**src/rtl/rxs_pkg.sv**
```systemverilog
// Shared types for the standby-capable serial receiver.
package rxs_pkg;
    // Frame engine phases.
    typedef enum logic [1:0] {
        PH_IDLE  = 2'd0,
        PH_START = 2'd1,
        PH_DATA  = 2'd2,
        PH_STOP  = 2'd3
    } rx_phase_t;
endpackage

```
**src/rtl/rxs_line_front.sv**
```systemverilog
// Picks the receive source (dedicated or shared pin) and brings it into the
// clock domain through two flops. Assumes the line idles high.
module rxs_line_front (
    input  logic clk,
    input  logic rst_n,
    input  logic rx_pin,
    input  logic shared_pin,
    input  logic one_wire,
    output logic line_q
);
    logic sel_line;
    logic meta_q;

    // Source selection.
    always_comb sel_line = one_wire ? shared_pin : rx_pin;

    // Two-stage synchronizer, reset to idle level.
    always_ff @(posedge clk) begin
        if (!rst_n) begin
            meta_q <= 1'b1;
            line_q <= 1'b1;
        end else begin
            meta_q <= sel_line;
            line_q <= meta_q;
        end
    end
endmodule

```
**src/rtl/rxs_frame_engine.sv**
```systemverilog
// Oversampled frame assembler: start detection, three-sample majority near
// mid-bit, LSB-first data of DMAX-1 or DMAX bits, one stop bit. Reports the
// last data bit as soon as it is decided, ahead of the stop bit.
// Assumes OSR is a power of two and at least 4.
module rxs_frame_engine
    import rxs_pkg::*;
#(
    parameter int OSR  = 16,
    parameter int DMAX = 9
) (
    input  logic            clk,
    input  logic            rst_n,
    input  logic            tick,
    input  logic            line,
    input  logic            nine_bit,
    output logic            busy,
    output logic            frame_done,
    output logic            stop_ok,
    output logic [DMAX-1:0] frame_data,
    output logic            last_done,
    output logic            last_val
);
    localparam int CW  = $clog2(OSR);
    localparam int IW  = $clog2(DMAX);
    localparam int MID = OSR / 2;
    localparam logic [CW-1:0] V0   = CW'(MID - 1);
    localparam logic [CW-1:0] V1   = CW'(MID);
    localparam logic [CW-1:0] VDEC = CW'(MID + 1);
    localparam logic [CW-1:0] CEND = CW'(OSR - 1);

    rx_phase_t     phase;
    logic [CW-1:0] cnt;
    logic [IW-1:0] bidx;
    logic [IW-1:0] last_idx;
    logic [1:0]    vote;
    logic          maj;

    // Index of the final data bit for the selected length.
    always_comb last_idx = nine_bit ? IW'(DMAX - 1) : IW'(DMAX - 2);

    // Majority of two stored samples and the current one.
    always_comb maj = (vote[1] & vote[0]) | (vote[1] & line) | (vote[0] & line);

    always_comb busy = (phase != PH_IDLE);

    // Bit timing, sampling and frame assembly.
    always_ff @(posedge clk) begin
        if (!rst_n) begin
            phase      <= PH_IDLE;
            cnt        <= '0;
            bidx       <= '0;
            vote       <= 2'b11;
            frame_data <= '0;
            frame_done <= 1'b0;
            stop_ok    <= 1'b0;
            last_done  <= 1'b0;
            last_val   <= 1'b0;
        end else begin
            frame_done <= 1'b0;
            last_done  <= 1'b0;
            if (tick) begin
                if (phase == PH_IDLE) begin
                    if (!line) begin
                        phase      <= PH_START;
                        cnt        <= '0;
                        frame_data <= '0;
                    end
                end else begin
                    cnt <= cnt + CW'(1);
                    if (cnt == V0 || cnt == V1) begin
                        vote <= {vote[0], line};
                    end
                    if (cnt == VDEC) begin
                        case (phase)
                            PH_START: if (maj) phase <= PH_IDLE;
                            PH_DATA: begin
                                frame_data[bidx] <= maj;
                                if (bidx == last_idx) begin
                                    last_done <= 1'b1;
                                    last_val  <= maj;
                                end
                            end
                            PH_STOP: begin
                                frame_done <= 1'b1;
                                stop_ok    <= maj;
                                phase      <= PH_IDLE;
                            end
                            default: ;
                        endcase
                    end
                    if (cnt == CEND) begin
                        cnt <= '0;
                        if (phase == PH_START) begin
                            phase <= PH_DATA;
                            bidx  <= '0;
                        end else if (phase == PH_DATA) begin
                            if (bidx == last_idx) phase <= PH_STOP;
                            else                  bidx  <= bidx + IW'(1);
                        end
                    end
                end
            end
        end
    end
endmodule

```
**src/rtl/rxs_idle_timer.sv**
```systemverilog
// Counts ticks of high line while no frame is in progress. Reports a level
// once a full character time has passed, and a one-cycle rise of it.
module rxs_idle_timer #(
    parameter int OSR  = 16,
    parameter int DMAX = 9
) (
    input  logic clk,
    input  logic rst_n,
    input  logic tick,
    input  logic line,
    input  logic busy,
    input  logic frame_done,
    input  logic nine_bit,
    output logic idle_level,
    output logic idle_rise
);
    localparam int TW = $clog2((DMAX + 2) * OSR + 1);
    localparam logic [TW-1:0] LEN_LONG  = TW'((DMAX + 2) * OSR);
    localparam logic [TW-1:0] LEN_SHORT = TW'((DMAX + 1) * OSR);

    logic [TW-1:0] run;
    logic [TW-1:0] char_len;
    logic          level_q;

    always_comb char_len   = nine_bit ? LEN_LONG : LEN_SHORT;
    always_comb idle_level = (run >= char_len);
    always_comb idle_rise  = idle_level & ~level_q;

    // Idle run counter, restarted by any activity or a finished frame.
    always_ff @(posedge clk) begin
        if (!rst_n) begin
            run <= '0;
        end else if (!line || busy || frame_done) begin
            run <= '0;
        end else if (tick && run < char_len) begin
            run <= run + TW'(1);
        end
    end

    // Previous idle level for rise detection.
    always_ff @(posedge clk) begin
        if (!rst_n) level_q <= 1'b0;
        else        level_q <= idle_level;
    end
endmodule

```
**src/rtl/rxs_standby_ctrl.sv**
```systemverilog
// Holds the standby bit and the user-visible flags and data register.
// Frames finish delivery only when the receiver is awake at frame end, so an
// address frame that cleared standby earlier in the frame is delivered.
module rxs_standby_ctrl #(
    parameter int DMAX = 9
) (
    input  logic            clk,
    input  logic            rst_n,
    input  logic            sleep_set,
    input  logic            wake_sel,
    input  logic            rd_strobe,
    input  logic            idle_level,
    input  logic            idle_rise,
    input  logic            last_done,
    input  logic            last_val,
    input  logic            frame_done,
    input  logic            stop_ok,
    input  logic [DMAX-1:0] frame_data,
    output logic            addr_hit,
    output logic            asleep,
    output logic [DMAX-1:0] rx_data,
    output logic            data_ready,
    output logic            frame_err,
    output logic            idle_flag
);
    logic wake_now;

    // Address frame recognised once its top data bit is decided.
    always_comb addr_hit = wake_sel & last_done & last_val;
    // Wake event for the selected method.
    always_comb wake_now = wake_sel ? addr_hit : idle_level;

    // Standby bit: the set strobe takes priority over a wake event.
    always_ff @(posedge clk) begin
        if (!rst_n)                 asleep <= 1'b0;
        else if (sleep_set)         asleep <= 1'b1;
        else if (asleep && wake_now) asleep <= 1'b0;
    end

    // Data register, ready and framing flags.
    always_ff @(posedge clk) begin
        if (!rst_n) begin
            rx_data    <= '0;
            data_ready <= 1'b0;
            frame_err  <= 1'b0;
        end else if (frame_done && !asleep) begin
            rx_data    <= frame_data;
            data_ready <= 1'b1;
            frame_err  <= ~stop_ok;
        end else if (rd_strobe) begin
            data_ready <= 1'b0;
            frame_err  <= 1'b0;
        end
    end

    // Idle flag, never raised by the stretch seen during standby.
    always_ff @(posedge clk) begin
        if (!rst_n)                   idle_flag <= 1'b0;
        else if (idle_rise && !asleep) idle_flag <= 1'b1;
        else if (rd_strobe)            idle_flag <= 1'b0;
    end
endmodule

```
**src/rtl/uart_rx_standby.sv**
```systemverilog
// Serial receiver with standby for multidrop lines. Wires the line front end,
// frame engine, idle timer and standby control. Assumes os_tick runs at 16x
// (OSR x) the bit rate and the line idles high.
module uart_rx_standby #(
    parameter int OSR  = 16,
    parameter int DMAX = 9
) (
    input  logic            clk,
    input  logic            rst_n,
    input  logic            os_tick,
    input  logic            rx_pin,
    input  logic            shared_pin,
    input  logic            one_wire,
    input  logic            nine_bit,
    input  logic            wake_sel,
    input  logic            sleep_set,
    input  logic            rd_strobe,
    output logic [DMAX-1:0] rx_data,
    output logic            data_ready,
    output logic            idle_flag,
    output logic            frame_err,
    output logic            asleep
);
    logic            line_q;
    logic            busy;
    logic            frame_done;
    logic            stop_ok;
    logic [DMAX-1:0] frame_data;
    logic            last_done;
    logic            last_val;
    logic            idle_level;
    logic            idle_rise;
    logic            addr_hit;

    rxs_line_front u_front (
        .clk        (clk),
        .rst_n      (rst_n),
        .rx_pin     (rx_pin),
        .shared_pin (shared_pin),
        .one_wire   (one_wire),
        .line_q     (line_q)
    );

    rxs_frame_engine #(.OSR(OSR), .DMAX(DMAX)) u_engine (
        .clk        (clk),
        .rst_n      (rst_n),
        .tick       (os_tick),
        .line       (line_q),
        .nine_bit   (nine_bit),
        .busy       (busy),
        .frame_done (frame_done),
        .stop_ok    (stop_ok),
        .frame_data (frame_data),
        .last_done  (last_done),
        .last_val   (last_val)
    );

    rxs_idle_timer #(.OSR(OSR), .DMAX(DMAX)) u_idle (
        .clk        (clk),
        .rst_n      (rst_n),
        .tick       (os_tick),
        .line       (line_q),
        .busy       (busy),
        .frame_done (frame_done),
        .nine_bit   (nine_bit),
        .idle_level (idle_level),
        .idle_rise  (idle_rise)
    );

    rxs_standby_ctrl #(.DMAX(DMAX)) u_ctrl (
        .clk        (clk),
        .rst_n      (rst_n),
        .sleep_set  (sleep_set),
        .wake_sel   (wake_sel),
        .rd_strobe  (rd_strobe),
        .idle_level (idle_level),
        .idle_rise  (idle_rise),
        .last_done  (last_done),
        .last_val   (last_val),
        .frame_done (frame_done),
        .stop_ok    (stop_ok),
        .frame_data (frame_data),
        .addr_hit   (addr_hit),
        .asleep     (asleep),
        .rx_data    (rx_data),
        .data_ready (data_ready),
        .frame_err  (frame_err),
        .idle_flag  (idle_flag)
    );
endmodule

```
**config.mk**
```make
export PLATFORM = sky130hd
export DESIGN_NAME = uart_rx_standby
export DESIGN_NICKNAME = d
export VERILOG_FILES = /design/src/rtl/rxs_pkg.sv /design/src/rtl/rxs_line_front.sv /design/src/rtl/rxs_frame_engine.sv /design/src/rtl/rxs_idle_timer.sv /design/src/rtl/rxs_standby_ctrl.sv /design/src/rtl/uart_rx_standby.sv
export SDC_FILE = /design/constraint.sdc
export NUM_CORES = 1
export LEC_CHECK = 0
export BUFFER_PORTS_ARGS = -buffer_cell sky130_fd_sc_hd__buf_2
export CORE_MARGIN = 1
export CORE_UTILIZATION = 61
export CTS_BUF_LIST = sky130_fd_sc_hd__clkbuf_8
export DETAILED_ROUTE_END_ITERATION = 12
export PLACE_DENSITY = 0.82
export SLEW_MARGIN = 5
export SYNTH_ARGS = -nofsm -noshare
export SYNTH_HDL_FRONTEND = slang
export SYNTH_SLANG_ARGS = --single-unit
```
**constraint.sdc**
```tcl
create_clock -name clk -period 2 [get_ports clk]
set_input_delay 0 -clock clk [delete_from_list [all_inputs] [get_ports clk]]
set_output_delay 0 -clock clk [all_outputs]
set_load 0.02 [all_outputs]
```
**Yosys cells after proc, flatten, opt, wreduce, memory -nomap -nowiden**

Index checks and enable logic that the tools add are counted.

- Register bits after elaboration: 49
- Bits of input ports: 10

- Add/subtract/negate cells: 3
- Magnitude comparators: 4
- Eq/ne operators: 10
- Multiplexer cells: 34
- Bitwise gates (word level): 15
- Reduce and logical (&&, ||, !) cells: 27

Operator list:

| operator | count |
|---|---|
| two-way mux 9 bit | 4 |
| two-way mux 4 bit | 7 |
| two-way mux 2 bit | 8 |
| nonzero test 2 bit | 7 |
| == test 4 bit (second input constant) | 3 |
| two-way mux 1 bit | 11 |
| AND reduction 5 bit | 2 |
| bitwise mux 9 bit | 1 |
| adder 4 x 1 -> 4 bit (second input constant) | 2 |
| adder 8 x 1 -> 8 bit (second input constant) | 1 |
| greater-or-equal comparator 8 bit | 1 |
| < comparator 8 bit | 1 |
| AND reduction 4 bit | 2 |
| NOT 1 bit | 7 |
| bitwise AND 1 bit | 6 |
| logical AND 1 bit | 5 |
| < comparator 4 x 5 -> 1 bit (second input constant) | 1 |
| two-way mux 5 bit | 1 |
| OR reduction 5 bit | 1 |
| demux 1 bit (select 4 bit) | 1 |
| == test 2 bit (second input constant) | 2 |
| == test 4 x 3 -> 1 bit (second input constant) | 1 |
| == test 4 bit | 1 |
| greater-or-equal comparator 4 x 1 -> 1 bit (second input constant) | 1 |
| 11 further kinds | 16 |

**Depth between registers and ports, before layout**

- Depth after elaboration: 11
- Gate-level depth with buffers: 8
- Depth with buffers taken out: 6

**Hierarchy**

From an unflattened synthesis, not the netlist that was laid out.

- Cells, all modules: 304
- Area total of the unflattened synthesis: 2552.4 sq um

By module, submodules not included:

| module | times used | cells each | area an instance (sq um) |
|---|---|---|---|
| rxs_frame_engine | 1 | 176 | 1452.6 |
| rxs_idle_timer | 1 | 64 | 531.8 |
| rxs_standby_ctrl | 1 | 59 | 508.0 |
| rxs_line_front | 1 | 5 | 60.1 |

**Least setup slack after synthesis**

Ideal clock, no wire load.

- Path kind: reg2reg
- Start: register u_engine.phase[0]
- End: register u_engine.bidx[2]
- Setup time: 0.074 ns
- Arrival: 1.722 ns
- Data required time: 1.926 ns
- Slack: 0.204 ns
- Stages on the path, launching flop included: 9
- Path buffers: 2
- Clock period less this slack: 1.796 ns
- Path through: dfxtp_1 -> inv_1 -> ha_1 -> buf_2 -> nor2b_1 -> buf_4 -> nand3_4 -> or4b_1 -> a31oi_1

- Word-level cells in the longest chain between the ends: 3
- Elaborated cells on any way between the ends: 8
- Those cells by class: eq/ne (3); mux (1); bitwise (1); reduce/logical (3)

RTL lines:

| what | RTL line | RTL |
|---|---|---|
| start, declared | rxs_frame_engine.sv:31 | `rx_phase_t phase;` |
| start signal, assigned | rxs_frame_engine.sv:49 | `phase <= PH_IDLE;` |
| start signal, assigned | rxs_frame_engine.sv:64 | `phase <= PH_START;` |
| start signal, assigned | rxs_frame_engine.sv:75 | `PH_START: if (maj) phase <= PH_IDLE;` |
| == test 2 x 1 -> 1 bit, or another cell as far along | rxs_frame_engine.sv:93 | `if (phase == PH_START) begin` |
| != test 2 bit (no source line), or another cell as far along | -- |  |
| AND reduction 5 bit (no source line) | -- |  |
| end signal, assigned | rxs_frame_engine.sv:98 | `else bidx <= bidx + IW'(1);` |
| end, declared | rxs_frame_engine.sv:33 | `logic [IW-1:0] bidx;` |

Several ways; a longest one is shown, not always the timed one.
A chain may end at the register's enable or synchronous reset.

**Worst setup path in the final report**

- Start: register u_engine.phase[1]
- End: register u_engine.frame_data[8]

- Word-level cells in the longest chain between the ends: 3
- Elaborated cells on any way between the ends: 7
- Those cells by class: eq/ne (2); mux (1); reduce/logical (4)

RTL lines:

| what | RTL line | RTL |
|---|---|---|
| == test 2 bit or logical NOT 2 bit (tied branches) | rxs_frame_engine.sv:74, rxs_frame_engine.sv:62 |  |
| nonzero test 2 bit (no source line) or != test 2 bit (tied branches) | -- |  |
| AND reduction 4 bit (no source line) | -- |  |
| end signal, assigned by index | rxs_frame_engine.sv:77 | `frame_data[bidx] <= maj;` |
| end, declared | rxs_frame_engine.sv:19 | `output logic [DMAX-1:0] frame_data,` |

Several ways; a longest one is shown, not always the timed one.

==> results.md <==
- Die area: 4360 um^2
- Leakage: 1.07 nW
- Ant diodes: 0
- # DRC: 0
- DR WL/cell: 14.8 um
- Finished Cell Area: 2830 um^2
- Sequential-to-total area share from yosys stat: 0.392
- Fin nets: 353
- ANT nets after route: 0
- Row cnt: 22
- Drt pass-1 iters: 4
- # placed instances: 362
- Post-Syn Area: 2500 um^2
- Compound-Gate Fraction of Synth Area: 0.182
- Post-synthesis cell count: 299
- VDD IR max: 0.352 mV
- Drt initial violations: 143
- Tot GR Track Use: 0.273
- Placed cell area: 2660 um^2
- Most common flop cell mapped by yosys: dfxtp_1
- Post-synthesis xor/xnor area fraction: 0
- Final Util: 0.746
- Setup TNS: 0 ns
- Async SR Flop Fraction: 0
- Area grow syn2layout: 13.4%
- Setup CP Type: register to register
- Area leader, netlist: dfxtp_1
- Main combinational cell family by area after synthesis: simple AND/OR/NAND/NOR gates
- Status: completed
- Routed via count: 2208
- Worst slew pin tran: 0.586 ns
- CP top delay family: simple AND/OR/NAND/NOR gates
- Fillers: 278
- Max Freq: 522 MHz
- Max_slew headroom: 0.609
- Clk Latency, worst-skew pair: 0.31 ns
- Synth top area share: 0.392
- Tightest hold margin: 0.0266 ns
- Count of final max-slew check failures: 0
- Die Height: 66.0 um
- Clock Sink Count: 49
- GP Congestion: 0.856
- Slowest-stage cell, CP: or3b_2
- Post-synth net total: 324
- Setup Skew: 0.00688 ns
- CTS buffer count: 5
- Max incr delay on CP: 0.47 ns
- CP Depth: 7
- R2r worst-path depth: 7
- Layout cell share with drive strength beyond 1: 0.152
- Min Tclk post-route: 1.92 ns
- Floorplan core area: 3800 um^2
- Hold depth: 3
- Final Cycle Share: 0.958
- Global-route wire length before repair: 8980 um
- Initial core utilization: 0.658
- I/O pin count: 23
- H-tree levels: 2
- CTS tree: done
- Area of the multi-input gates: 1410 um^2
- Longest Clk Path Bufs: 2
- Worst Hold Class: input port to register
- Buf/Inv on CP: 2
- Post-Synth Adder-Cell Area: 0.0791
- Detailed placer's ending HPWL: 3780 um
- Synth Area in Simple Gates: 0.262
- CTS clk-pin slew, worst paths: 0.09 ns
- Port buffer count: 22
- Max_cap viols: 0
- Avg Cell Area, Syn: 8.36 um^2
- Max FO, Critical Path: 16
- Crit path DAT: 2.17 ns
- Via/cell ratio: 5.86
- Req. time, crit path: 2.25 ns
- Synth cell types: 56
- Cell Count, Final, Fillers Out: 377
- #FFs+latches synth: 49
- Clock Tree Root: clkbuf_8
- Final setup vio count: 0
- Initial antenna violation count: 0
- Endpoint class of the critical path: register
- DIE WIDTH: 66.0 um
- Number of synthesized flops with an enable pin: 0
- CP Launch Type: register
- Detailed Route WL: 5580 um
- Pwr per Cell Area: 643 nW/um^2
- Number of global-route vias before repair: 2008
- CP cell instances: inv_1, ha_1, buf_4, a21boi_2, nand3_1, or3b_2, a21oi_1
- Mux cell area share after synthesis: 0.0330
- Synth top area cells: dfxtp_1, ha_1, a21oi_1
- Ys Warns: 0
- Gr ovfl total: 0
- Largest net degree at the start of global routing: 18
- Final Hold Fails: 0
- Top cells by count, synth: dfxtp_1, nand2_1, a21oi_1
- Most common cell in the netlist: dfxtp_1
- Register area: 982 um^2
-- registers in the layout (all words and copies together), names as in the netlist, 2 cells and up --
name,flops
u_ctrl.rx_data,9
u_engine.frame_data,9
u_idle.run,8
u_engine.bidx,4
u_engine.cnt,4
u_engine.phase,2
u_engine.vote,2
-- stage by stage --
stage / power [W] / worst slack, ns
5_1_grt: 0.00189 / -0.00146
4_1_cts: 0.00182 / 0.0196
6_report: 0.00182 / 0.0831
3_5_place_dp: 0.00122 / 0.0831
2_1_floorplan: 0.00117 / 0.204
3_3_place_gp: 0.00122 / 0.156
-- worst register-to-register path, cell delays in order, from the launching register on --
cell	delay (ns)
dfxtp_1	0.42
inv_1	0.09
ha_1	0.22
buf_4	0.20
a21boi_2	0.22
nand3_1	0.10
or3b_2	0.47
a21oi_1	0.14
-- worst paths after layout --
path / slack [ns] / endpoint / startpoint
min reg2reg: 0.43 / u_ctrl.idle_flag / u_idle.level_q
min: 0.03 / u_idle.run[1] / os_tick
max reg2reg: 0.08 / u_engine.frame_data[8] / u_engine.phase[1]
max: 0.08 / u_engine.frame_data[8] / u_engine.phase[1]
-- power breakdown --
group | switching [W] | internal (W) | leakage, nW | total [W]
Combinational | 0.000133 | 0.0000855 | 0.626 | 0.000218
Clock | 0.000351 | 0.000249 | 0.0445 | 0.000599
Sequential | 0.0000162 | 0.000990 | 0.396 | 0.00101
-- layout by cell type (no fill, tap or decap), drive strengths merged, types with 2 or more instances in the layout --
cell type and n:
inv 19, o32ai 2, nor2 27, mux2i 6, o21ai 8, dlygate4sd3 7
a21boi 2, a31oi 3, and3 2, nor4 5, buf 28, o2111ai 2
nand2b 8, o31a 2, nand3 12, nand3b 5, o2bb2ai 8, nor2b 3
clkinv 2, clkbuf 5, or3 4, mux2 2, and3b 2, nand4 2
nor3 4, a21oi 31, or3b 3, or4 2, nand2 40, dfxtp 49
ha 15
-- kinds of logic (layout without fill, tap and decap cells) --
family,Yosys count,after routing
AOI/OAI and AO/OA,69,69
adders and majority gates,16,16
buffers and inverters,32,62
DFF,49,49
muxes,8,8
and+or+nand+nor,125,125
-- what timing repair did --
item                                    4_1_cts  5_1_grt
hold endpoints to repair                      6        0
buffers inserted                              0        0
hold buffers                                  7        0
resized for setup                             0        5
endpoints found under the setup margin        0       12
-- routing by layer --
metal  GRT usage  vias to the layer above  share of wire  wire [um]
met3      0.0414                       12          0.037        207
met1       0.327                     1032           0.46       2540
met5           0                        -              0          0
li1            -                     1108              -          -
met4      0.0957                        0          0.018        100
met2       0.489                       56           0.49       2720
-- final cells by class --
cell class | count | share of cell area
multi-input cells | 218 | 0.496
flip-flops and latches | 49 | 0.347
repair buffers | 35 | 0.0795
inverters | 19 | 0.0252
clock buffers | 5 | 0.0243
well taps | 48 | 0.0212
clock inverters | 3 | 0.00751
(Power assumes the default switching activity.)
